<file path="src/rtl/pll_ld_pkg.sv">
package pll_ld_pkg;
    typedef enum logic {MS_IDLE, MS_MEAS} meas_state_t;
    typedef enum logic {LK_OPEN, LK_HELD} lock_state_t;
endpackage

</file>
<file path="src/rtl/pld_edge_sync.sv">
module pld_edge_sync #(
    parameter int STAGES = 2
) (
    input  logic clk,
    input  logic rst,
    input  logic async_i,
    output logic rise_o
);
    localparam int LEN = STAGES + 1;

    logic [LEN-1:0] sh;

    always_ff @(posedge clk) begin
        if (rst) sh <= '0;
        else     sh <= {sh[LEN-2:0], async_i};
    end

    assign rise_o = sh[STAGES-1] & ~sh[STAGES];
endmodule

</file>
<file path="src/rtl/pld_phase_meas.sv">
module pld_phase_meas
    import pll_ld_pkg::*;
#(
    parameter int CNT_W = 12,
    parameter int THR_W = 8
) (
    input  logic             clk,
    input  logic             rst,
    input  logic             pwrdn,
    input  logic             ref_rise,
    input  logic             fb_rise,
    input  logic [THR_W-1:0] thresh,
    output logic             done_o,
    output logic             good_o
);
    localparam logic [CNT_W-1:0] CNT_MAX = '1;

    meas_state_t      state, state_n;
    logic [CNT_W-1:0] cnt, fb_dist, gap_late, gap_early, gap;
    logic             fb_seen, done_n, good_n;

    assign gap_late  = fb_dist;
    assign gap_early = cnt - fb_dist;
    assign gap       = (gap_late < gap_early) ? gap_late : gap_early;

    // State register
    always_ff @(posedge clk) begin
        if (rst || pwrdn) state <= MS_IDLE;
        else              state <= state_n;
    end

    // Next state and measurement outcome
    always_comb begin
        state_n = state;
        done_n  = 1'b0;
        good_n  = 1'b0;
        unique case (state)
            MS_IDLE: if (ref_rise) state_n = MS_MEAS;
            MS_MEAS: if (ref_rise) begin
                done_n = 1'b1;
                good_n = fb_seen && (gap < CNT_W'(thresh));
            end
        endcase
    end

    // Outputs and period datapath
    always_ff @(posedge clk) begin
        if (rst || pwrdn) begin
            done_o  <= 1'b0;
            good_o  <= 1'b0;
            cnt     <= '0;
            fb_seen <= 1'b0;
            fb_dist <= '0;
        end else begin
            done_o <= done_n;
            good_o <= good_n;
            if (ref_rise) begin
                cnt     <= CNT_W'(1);
                fb_seen <= fb_rise;
                fb_dist <= '0;
            end else begin
                if (cnt != CNT_MAX) cnt <= cnt + 1'b1;
                if (fb_rise && !fb_seen) begin
                    fb_seen <= 1'b1;
                    fb_dist <= cnt;
                end
            end
        end
    end


    done_pulse_chk: assert property (@(posedge clk) disable iff (rst)
        done_o |=> !done_o);

    good_only_done_chk: assert property (@(posedge clk) disable iff (rst)
        good_o |-> done_o);

    zero_thr_chk: assert property (@(posedge clk) disable iff (rst)
        good_o |-> ($past(thresh) != '0));
endmodule

</file>
<file path="src/rtl/pld_lock_fsm.sv">
module pld_lock_fsm
    import pll_ld_pkg::*;
#(
    parameter int RUN_LEN = 8
) (
    input  logic clk,
    input  logic rst,
    input  logic pwrdn,
    input  logic done_i,
    input  logic good_i,
    output logic lock_o
);
    localparam int RUN_MAX = RUN_LEN + 1;
    localparam int RUN_W   = $clog2(RUN_MAX + 1);

    lock_state_t      state, state_n;
    logic [RUN_W-1:0] run, run_n;

    // State register
    always_ff @(posedge clk) begin
        if (rst || pwrdn) begin
            state <= LK_OPEN;
            run   <= '0;
        end else begin
            state <= state_n;
            run   <= run_n;
        end
    end

    // Next state
    always_comb begin
        run_n   = run;
        state_n = state;
        if (done_i) begin
            if (!good_i)                  run_n = '0;
            else if (int'(run) < RUN_MAX) run_n = run + 1'b1;
        end
        unique case (state)
            LK_OPEN: if (done_i && good_i && int'(run_n) > RUN_LEN) state_n = LK_HELD;
            LK_HELD: if (done_i && !good_i) state_n = LK_OPEN;
        endcase
    end

    // Output
    always_comb lock_o = (state == LK_HELD);


    lock_rise_chk: assert property (@(posedge clk) disable iff (rst)
        $rose(lock_o) |-> $past(done_i && good_i));

    bad_drop_chk: assert property (@(posedge clk) disable iff (rst)
        (done_i && !good_i) |=> !lock_o);

    pwrdn_clear_chk: assert property (@(posedge clk) disable iff (rst)
        pwrdn |=> !lock_o);

    lock_steady_chk: assert property (@(posedge clk) disable iff (rst)
        (!$past(done_i) && !$past(pwrdn)) |-> $stable(lock_o));
endmodule

</file>
<file path="src/rtl/pll_lock_detect.sv">
module pll_lock_detect #(
    parameter int THR_W   = 8,
    parameter int CNT_W   = 12,
    parameter int RUN_LEN = 8,
    parameter int SYNC_N  = 2
) (
    input  logic             clk,
    input  logic             rst,
    input  logic             pwrdn,
    input  logic             ref_clk,
    input  logic             fb_clk,
    input  logic [THR_W-1:0] lock_thresh,
    output logic             lock_o,
    output logic             meas_done_o,
    output logic             meas_good_o
);
    localparam int N_IN = 2;

    logic [N_IN-1:0] raw_in, rise;

    assign raw_in = {fb_clk, ref_clk};

    for (genvar g = 0; g < N_IN; g++) begin : g_sync
        pld_edge_sync #(.STAGES(SYNC_N)) u_sync (
            .clk    (clk),
            .rst    (rst),
            .async_i(raw_in[g]),
            .rise_o (rise[g])
        );
    end

    pld_phase_meas #(.CNT_W(CNT_W), .THR_W(THR_W)) u_meas (
        .clk     (clk),
        .rst     (rst),
        .pwrdn   (pwrdn),
        .ref_rise(rise[0]),
        .fb_rise (rise[1]),
        .thresh  (lock_thresh),
        .done_o  (meas_done_o),
        .good_o  (meas_good_o)
    );

    pld_lock_fsm #(.RUN_LEN(RUN_LEN)) u_lock (
        .clk   (clk),
        .rst   (rst),
        .pwrdn (pwrdn),
        .done_i(meas_done_o),
        .good_i(meas_good_o),
        .lock_o(lock_o)
    );
endmodule

</file>
<file path="config.mk">
export PLATFORM = sky130hd
export DESIGN_NAME = pll_lock_detect
export DESIGN_NICKNAME = d
export VERILOG_FILES = /design/src/rtl/pll_ld_pkg.sv /design/src/rtl/pld_edge_sync.sv /design/src/rtl/pld_phase_meas.sv /design/src/rtl/pld_lock_fsm.sv /design/src/rtl/pll_lock_detect.sv
export SDC_FILE = /design/constraint.sdc
export NUM_CORES = 1
export LEC_CHECK = 0
export ABC_CLOCK_PERIOD_IN_PS = 4900
export CAP_MARGIN = 20
export CORE_MARGIN = 2
export CORE_UTILIZATION = 50
export DETAILED_ROUTE_END_ITERATION = 12
export PLACE_DENSITY = 0.68
export SYNTH_ARGS = -nofsm -noshare
export SYNTH_HDL_FRONTEND = slang
export SYNTH_SLANG_ARGS = --single-unit
export TNS_END_PERCENT = 10
</file>
<file path="constraint.sdc">
create_clock -name clk -period 4.9 [get_ports clk]
set_clock_uncertainty 0.2 [all_clocks]
set_input_delay 0.49 -clock clk [delete_from_list [all_inputs] [get_ports clk]]
set_output_delay 0.49 -clock clk [all_outputs]
set_load 0.005 [all_outputs]
</file>
* After elaboration in Yosys (flattened, before gate mapping)
Cells that the tools add are included.
** Word-level totals
- Word-level logic and storage cells :: 52
- Output and inout bits :: 3
- Bits of input ports :: 13
- Register bits :: 39
** Operators by class
- $lt $le $gt $ge :: 4
- Add/subtract/negate cells :: 3
- Mux-type cells :: 13
- Eq/ne operators :: 1
- Reduce and logical (&&, ||, !) cells :: 13
- Bitwise operators :: 7
** Operator list (number)
- 12-bit by 1-bit adder with 12-bit output (second input constant) :: 1
- 12-bit less-than comparator :: 1
- 12-bit by 8-bit less-than comparator with 1-bit output :: 1
- 12-bit two-way mux :: 1
- 4-bit two-way mux :: 3
- 12-bit != test (second input constant) :: 1
- 12-bit subtractor :: 1
- 1-bit two-way mux :: 8
- 1-bit logical AND :: 5
- 1-bit NOT :: 5
- 4-bit by 1-bit adder with 4-bit output (second input constant) :: 1
- 4-bit greater-than comparator (second input constant) :: 1
- 4-bit less-than comparator (second input constant) :: 1
- 2-bit nonzero test :: 2
- 2-bit OR reduction :: 2
- 3-bit OR reduction :: 1
- 1-bit bitwise AND :: 2
- 1-bit zero test :: 2
- 1-bit case mux with 2 select lines :: 1
- 1-bit logical OR :: 1

* Depth between registers and ports, before layout
Gate-level depths: netlist (run 1).
- Word-level depth :: 8
- Mapped depth :: 23
- Depth with buffers taken out :: 22

* Modules after synthesis
From an unflattened synthesis (run 1), not the netlist that was laid out.
** Second synthesis, totals
- Cells, all modules :: 341
- Area total of the unflattened synthesis :: 2765.2 um2
** Modules (own cells, without submodules)
- pld_phase_meas :: times used 1, area each 2239.6 um2, seq. area each 560.5 um2, cells each 285
- pld_lock_fsm :: times used 1, area each 350.3 um2, seq. area each 100.1 um2, cells each 42
- pld_edge_sync :: times used 2, area each 87.6 um2, seq. area each 60.1 um2, cells each 7

* Worst setup path after synthesis (run 1)
No wires, ideal clock.
- Kind :: reg-to-reg
- Start :: reg u_meas.cnt[0]
- End :: reg u_meas.good_o
- Required time :: 4.614 ns
- Cell stages (with the launch flop) :: 22
- Period minus slack after synthesis :: 4.367 ns
- Path buffers :: 1
- Arrival :: 4.080 ns
- Setup time :: 0.086 ns
- Slack :: 0.533 ns
- Cell sequence :: dfxtp_1 inv_1 ha_1 inv_1 fa_1 a21o_1 a221oi_2 a211oi_1 a211oi_2 xor2_1 ha_1 nand4_1 o31ai_1 buf_4 mux2i_1 ha_1 a21o_1 a21oi_1 nor2b_1 o21ai_0 nand4b_1 a221oi_2
** Between the ends
- Cells in the longest elaborated chain, start to end :: 5
** RTL lines
- start: declaration :: RTL line pld_phase_meas.sv:19 : logic [CNT_W-1:0] cnt, fb_dist, gap_late, gap_early, gap;
- start signal: assignment :: RTL line pld_phase_meas.sv:62 : if (cnt != CNT_MAX) cnt <= cnt + 1'b1;
- 12-bit subtractor * :: RTL line pld_phase_meas.sv:23 : assign gap_early = cnt - fb_dist;
- 12-bit less-than comparator :: RTL line pld_phase_meas.sv:24 : assign gap = (gap_late < gap_early) ? gap_late : gap_early;
- 12-bit two-way mux * :: RTL line pld_phase_meas.sv:24
- 12-bit by 8-bit less-than comparator with 1-bit output * :: RTL line pld_phase_meas.sv:41 : good_n = fb_seen && (gap < CNT_W'(thresh));
- 1-bit logical AND * :: RTL line pld_phase_meas.sv:41
- end signal: assignment :: RTL line pld_phase_meas.sv:56 : good_o <= good_n;
- end: declaration :: RTL line pld_phase_meas.sv:14 : output logic good_o
Every way passes the cells marked *; elsewhere a longest branch is shown, timed or not.
A chain may end at the register's enable or synchronous reset.

* Worst setup path in the final report (run 1)
- Start :: reg u_meas.fb_dist[0]
- End :: reg u_meas.good_o
** Between the ends
- Cells in the longest elaborated chain, start to end :: 5
** RTL lines
- start: declaration :: RTL line pld_phase_meas.sv:19
- start signal: assignment :: RTL line pld_phase_meas.sv:65 : fb_dist <= cnt;
- 12-bit subtractor :: RTL line pld_phase_meas.sv:23
- 12-bit less-than comparator :: RTL line pld_phase_meas.sv:24
- 12-bit two-way mux * :: RTL line pld_phase_meas.sv:24
- 12-bit by 8-bit less-than comparator with 1-bit output * :: RTL line pld_phase_meas.sv:41
- 1-bit logical AND * :: RTL line pld_phase_meas.sv:41
Marked as above.

==> results of run 1 <==
## registers in the layout (all words and copies together) (netlist names)
signal,count
g_sync.u_sync.sh,6
u_lock.lock_o,1
u_lock.run,4
u_meas.cnt,12
u_meas.done_o,1
u_meas.fb_dist,12
u_meas.fb_seen,1
u_meas.good_o,1
u_meas.state,1
## worst max-delay path, stage by stage, from the launching register on
cell and delay (ps):
dfxtp_1 370, ha_1 180, inv_1 50, fa_1 390, a21o_1 220, a221oi_4 300, a211oi_1 130, a211oi_2 230
xor2_1 200, ha_1 270, nand4_1 130, nor2_1 60, a211oi_1 260, o31ai_2 140, buf_4 190, mux2i_1 120
ha_1 190, a21o_1 170, a21oi_1 140, nor2b_1 50, o21ai_0 140, nand4b_1 120, a221oi_2 180
## layer usage
metal	vias up	share of wire [%]	GRT usage [%]	wire length [µm]
met4	0	1.8	7.60	93
li1	1146	-	-	-
met1	972	52	26.3	2670
met2	31	44	28.5	2250
met3	8	2.4	4.23	124
met5	-	0	0	0
## cells in the final DEF, fill, tap and decap left out, drive strengths merged, types with 8 or more instances in the layout
cell type,netlist,final
a21o,9,9
a21oi,32,32
clkdlybuf4s50,0,15
dfxtp,39,39
ha,33,33
inv,29,30
mux2i,8,8
nand2,14,14
nand3,8,8
nor2,49,49
nor2b,11,11
o21ai,10,10
xnor2,8,8
xor2,10,10
## worst min path at each step
stage	start	to	slack, ps	depth (start not counted)
floorplan	g_sync[0].u_sync.sh[0]	g_sync[0].u_sync.sh[1]	210	1
global placement	g_sync[0].u_sync.sh[0]	g_sync[0].u_sync.sh[1]	220	1
detailed placement	g_sync[0].u_sync.sh[0]	g_sync[0].u_sync.sh[1]	230	1
CTS	g_sync[0].u_sync.sh[0]	g_sync[0].u_sync.sh[1]	250	1
global route	g_sync[1].u_sync.sh[0]	g_sync[1].u_sync.sh[1]	260	1
finish	g_sync[0].u_sync.sh[0]	g_sync[0].u_sync.sh[1]	240	1
## stage by stage
| stage | instance area [µm²] | hold slack, ps | instances |
|---|---|---|---|
| 5_1_grt | 2950 | 262 | 409 |
| 3_5_place_dp | 2830 | 228 | 401 |
| 3_3_place_gp | 2830 | 219 | 401 |
| 4_1_cts | 2940 | 250 | 409 |
| 2_1_floorplan | 2580 | 214 | 319 |
| 6_report | 2950 | 243 | 409 |
## cells by family (layout without fill, tap and decap cells)
group	count (synthesis)	in the layout	synth area share (%)
adder cells (fa/ha/maj)	34	34	16.8
AO/OA/AOI/OAI	72	72	17.7
buffers and inverters	37	57	5.53
multiplexers	8	8	3.10
XOR/XNOR	18	18	6.11
flip-flops	39	39	30.3
AND/OR/NAND/NOR	111	111	20.5
## report_power, final
part | switching [µW] | internal (µW) | leakage (µW)
logic | 39.4 | 35.9 | 0.000869
registers | 1.30 | 320 | 0.000315
clock network | 123 | 154 | 0.0000587
## area by class of cell
cell class | count | area [µm²]
flip-flops and latches | 39 | 781
fillers | 492 | 2090
clock buffers | 5 | 68.8
inverters | 29 | 109
multi-input cells | 243 | 1670
well taps | 70 | 87.6
clock inverters | 3 | 47.5
repair buffers | 20 | 188
==> impl_metrics.yaml, run 1 <==
final_layout:
  area_growth_syn_to_layout_pct: 14.5
  nets: 385
  drive_gt1_share_pct: 5.90
  fin_util_pct: 58.6
  antennaDiodeCount: 0
synthesis:
  ys_types: 37
  synthMostInstantiatedCell: "nor2_1"
  synth_top_cell_by_area: "dfxtp_1"
  syn_area_um2: 2580
  seq_area_frac_synth_pct: 30.3
  synth-warning-count: 0
  synthArstFlopShare_pct: 0
  synthTopCellsByCount: "nor2_1, dfxtp_1, ha_1"
  synth_top_flop_cell: "dfxtp_1"
  synth_edf_count: 0
  ys_ff_latch: 39
  synth.top_cell.area_share_pct: 30.3
  synth_area_leaders: "dfxtp_1, ha_1, nor2_1, a21oi_1, inv_1"
  netlist_instances: 319
  avgSynthCellArea_um2: 8.09
  syn-num-nets: 366
global_route:
  overflow: 0
  antenna_found_initial: 0
  grt_pass1_vias: 1846
  grt_usage_pct: 19.0
  grt_max_degree: 24
  grt_pass1_wl_um: 8170
die:
  dieArea_um2: 5750
  dieHeight_um: 75.8
  die_w_um: 75.8
  pin_count: 16
  rows: 26
  start_util_pct: 51.2
  core_um2: 5040
sta:
  relSlewSlack_pct: 40.4
  fin_ws_ps: 395
  final.period_utilization_pct: 91.9
  report.final.slew_viol_count: 0
  fin_setup_tns_ps: 0
  rsz0062_at_grt: "false"
  worst_pin_slew_ps: 895
  setup_viol: 0
  fmax_mhz: 222
  min_period_ps: 4500
  hold_viol_final: 0
power_and_ir_drop:
  peakVddDrop_uv: 220
  p_leak_uw: 0.00124
  power_density_nw_per_um2: 228
  p_total_uw: 674
detailed_routing:
  antenna_left: 0
  drt_wl_total_um: 5140
  first_pass_iters: 4
  route.detailed.drc: 0
  via_per_inst: 5.27
  post_drt_wl_per_cell_um: 12.6
  drt-initial-drc-count: 89
  vias: 2157
placement:
  pre_cts_ws_ps: 378
  portBuffers: 15
  dp_hpwl_um: 4100
  gp_congestion: 0.879
worst_setup_path:
  r2r_end: "u_meas.good_o"
  cp-endpoint: "u_meas.good_o"
  end_kind: "flop"
  critPathLaunchType: "flop"
  r2r_cells: 22
  arrival_ps: 4520
  r2r_start: "u_meas.fb_dist[0]"
  r2r_slack_ps: 400
  crit_fanout: 8
  worstPathRequired_ps: 4920
  critPathLaunch: "u_meas.fb_dist[0]"
  critPathKind: "reg2reg"
clocking:
  cts_root_buffer: "clkbuf_8"
  cts_htree_levels: 2
  cts_hold_buf: 0
  insertion_delay_ps: 300
  clockBufferDepth: 2
  post_cts_resized: 0
  numClockSinks: 39
  cts_tree: "yes"
  cts_buffers: 5
  cts_setup_buffers: 0
  clk_pin_slew_ps: 80
status:
  status: "completed"
min_path:
  hp-class: "reg2reg"
job:
  timing.max_cap.violations: 0
Power figures use the tool's default switching activity.
==> run 2, diff against run 1 <==
--- a/config.mk
+++ b/config.mk
@@ -5,6 +5,7 @@
 export SDC_FILE = /design/constraint.sdc
 export NUM_CORES = 1
 export LEC_CHECK = 0
+export ABC_AREA = 0
 export ABC_CLOCK_PERIOD_IN_PS = 4900
 export CAP_MARGIN = 20
 export CORE_MARGIN = 2
==> results of run 2 <==
Final layout, timing and power as in run 1 (identical DEF).
==> run 3, diff against run 2 <==
--- a/config.mk
+++ b/config.mk
@@ -11,6 +11,7 @@
 export CORE_MARGIN = 2
 export CORE_UTILIZATION = 50
 export DETAILED_ROUTE_END_ITERATION = 12
+export HOLD_SLACK_MARGIN = 0.06
 export PLACE_DENSITY = 0.68
 export SYNTH_ARGS = -nofsm -noshare
 export SYNTH_HDL_FRONTEND = slang
==> results of run 3 <==
Final layout, timing and power as in run 1 (identical DEF).
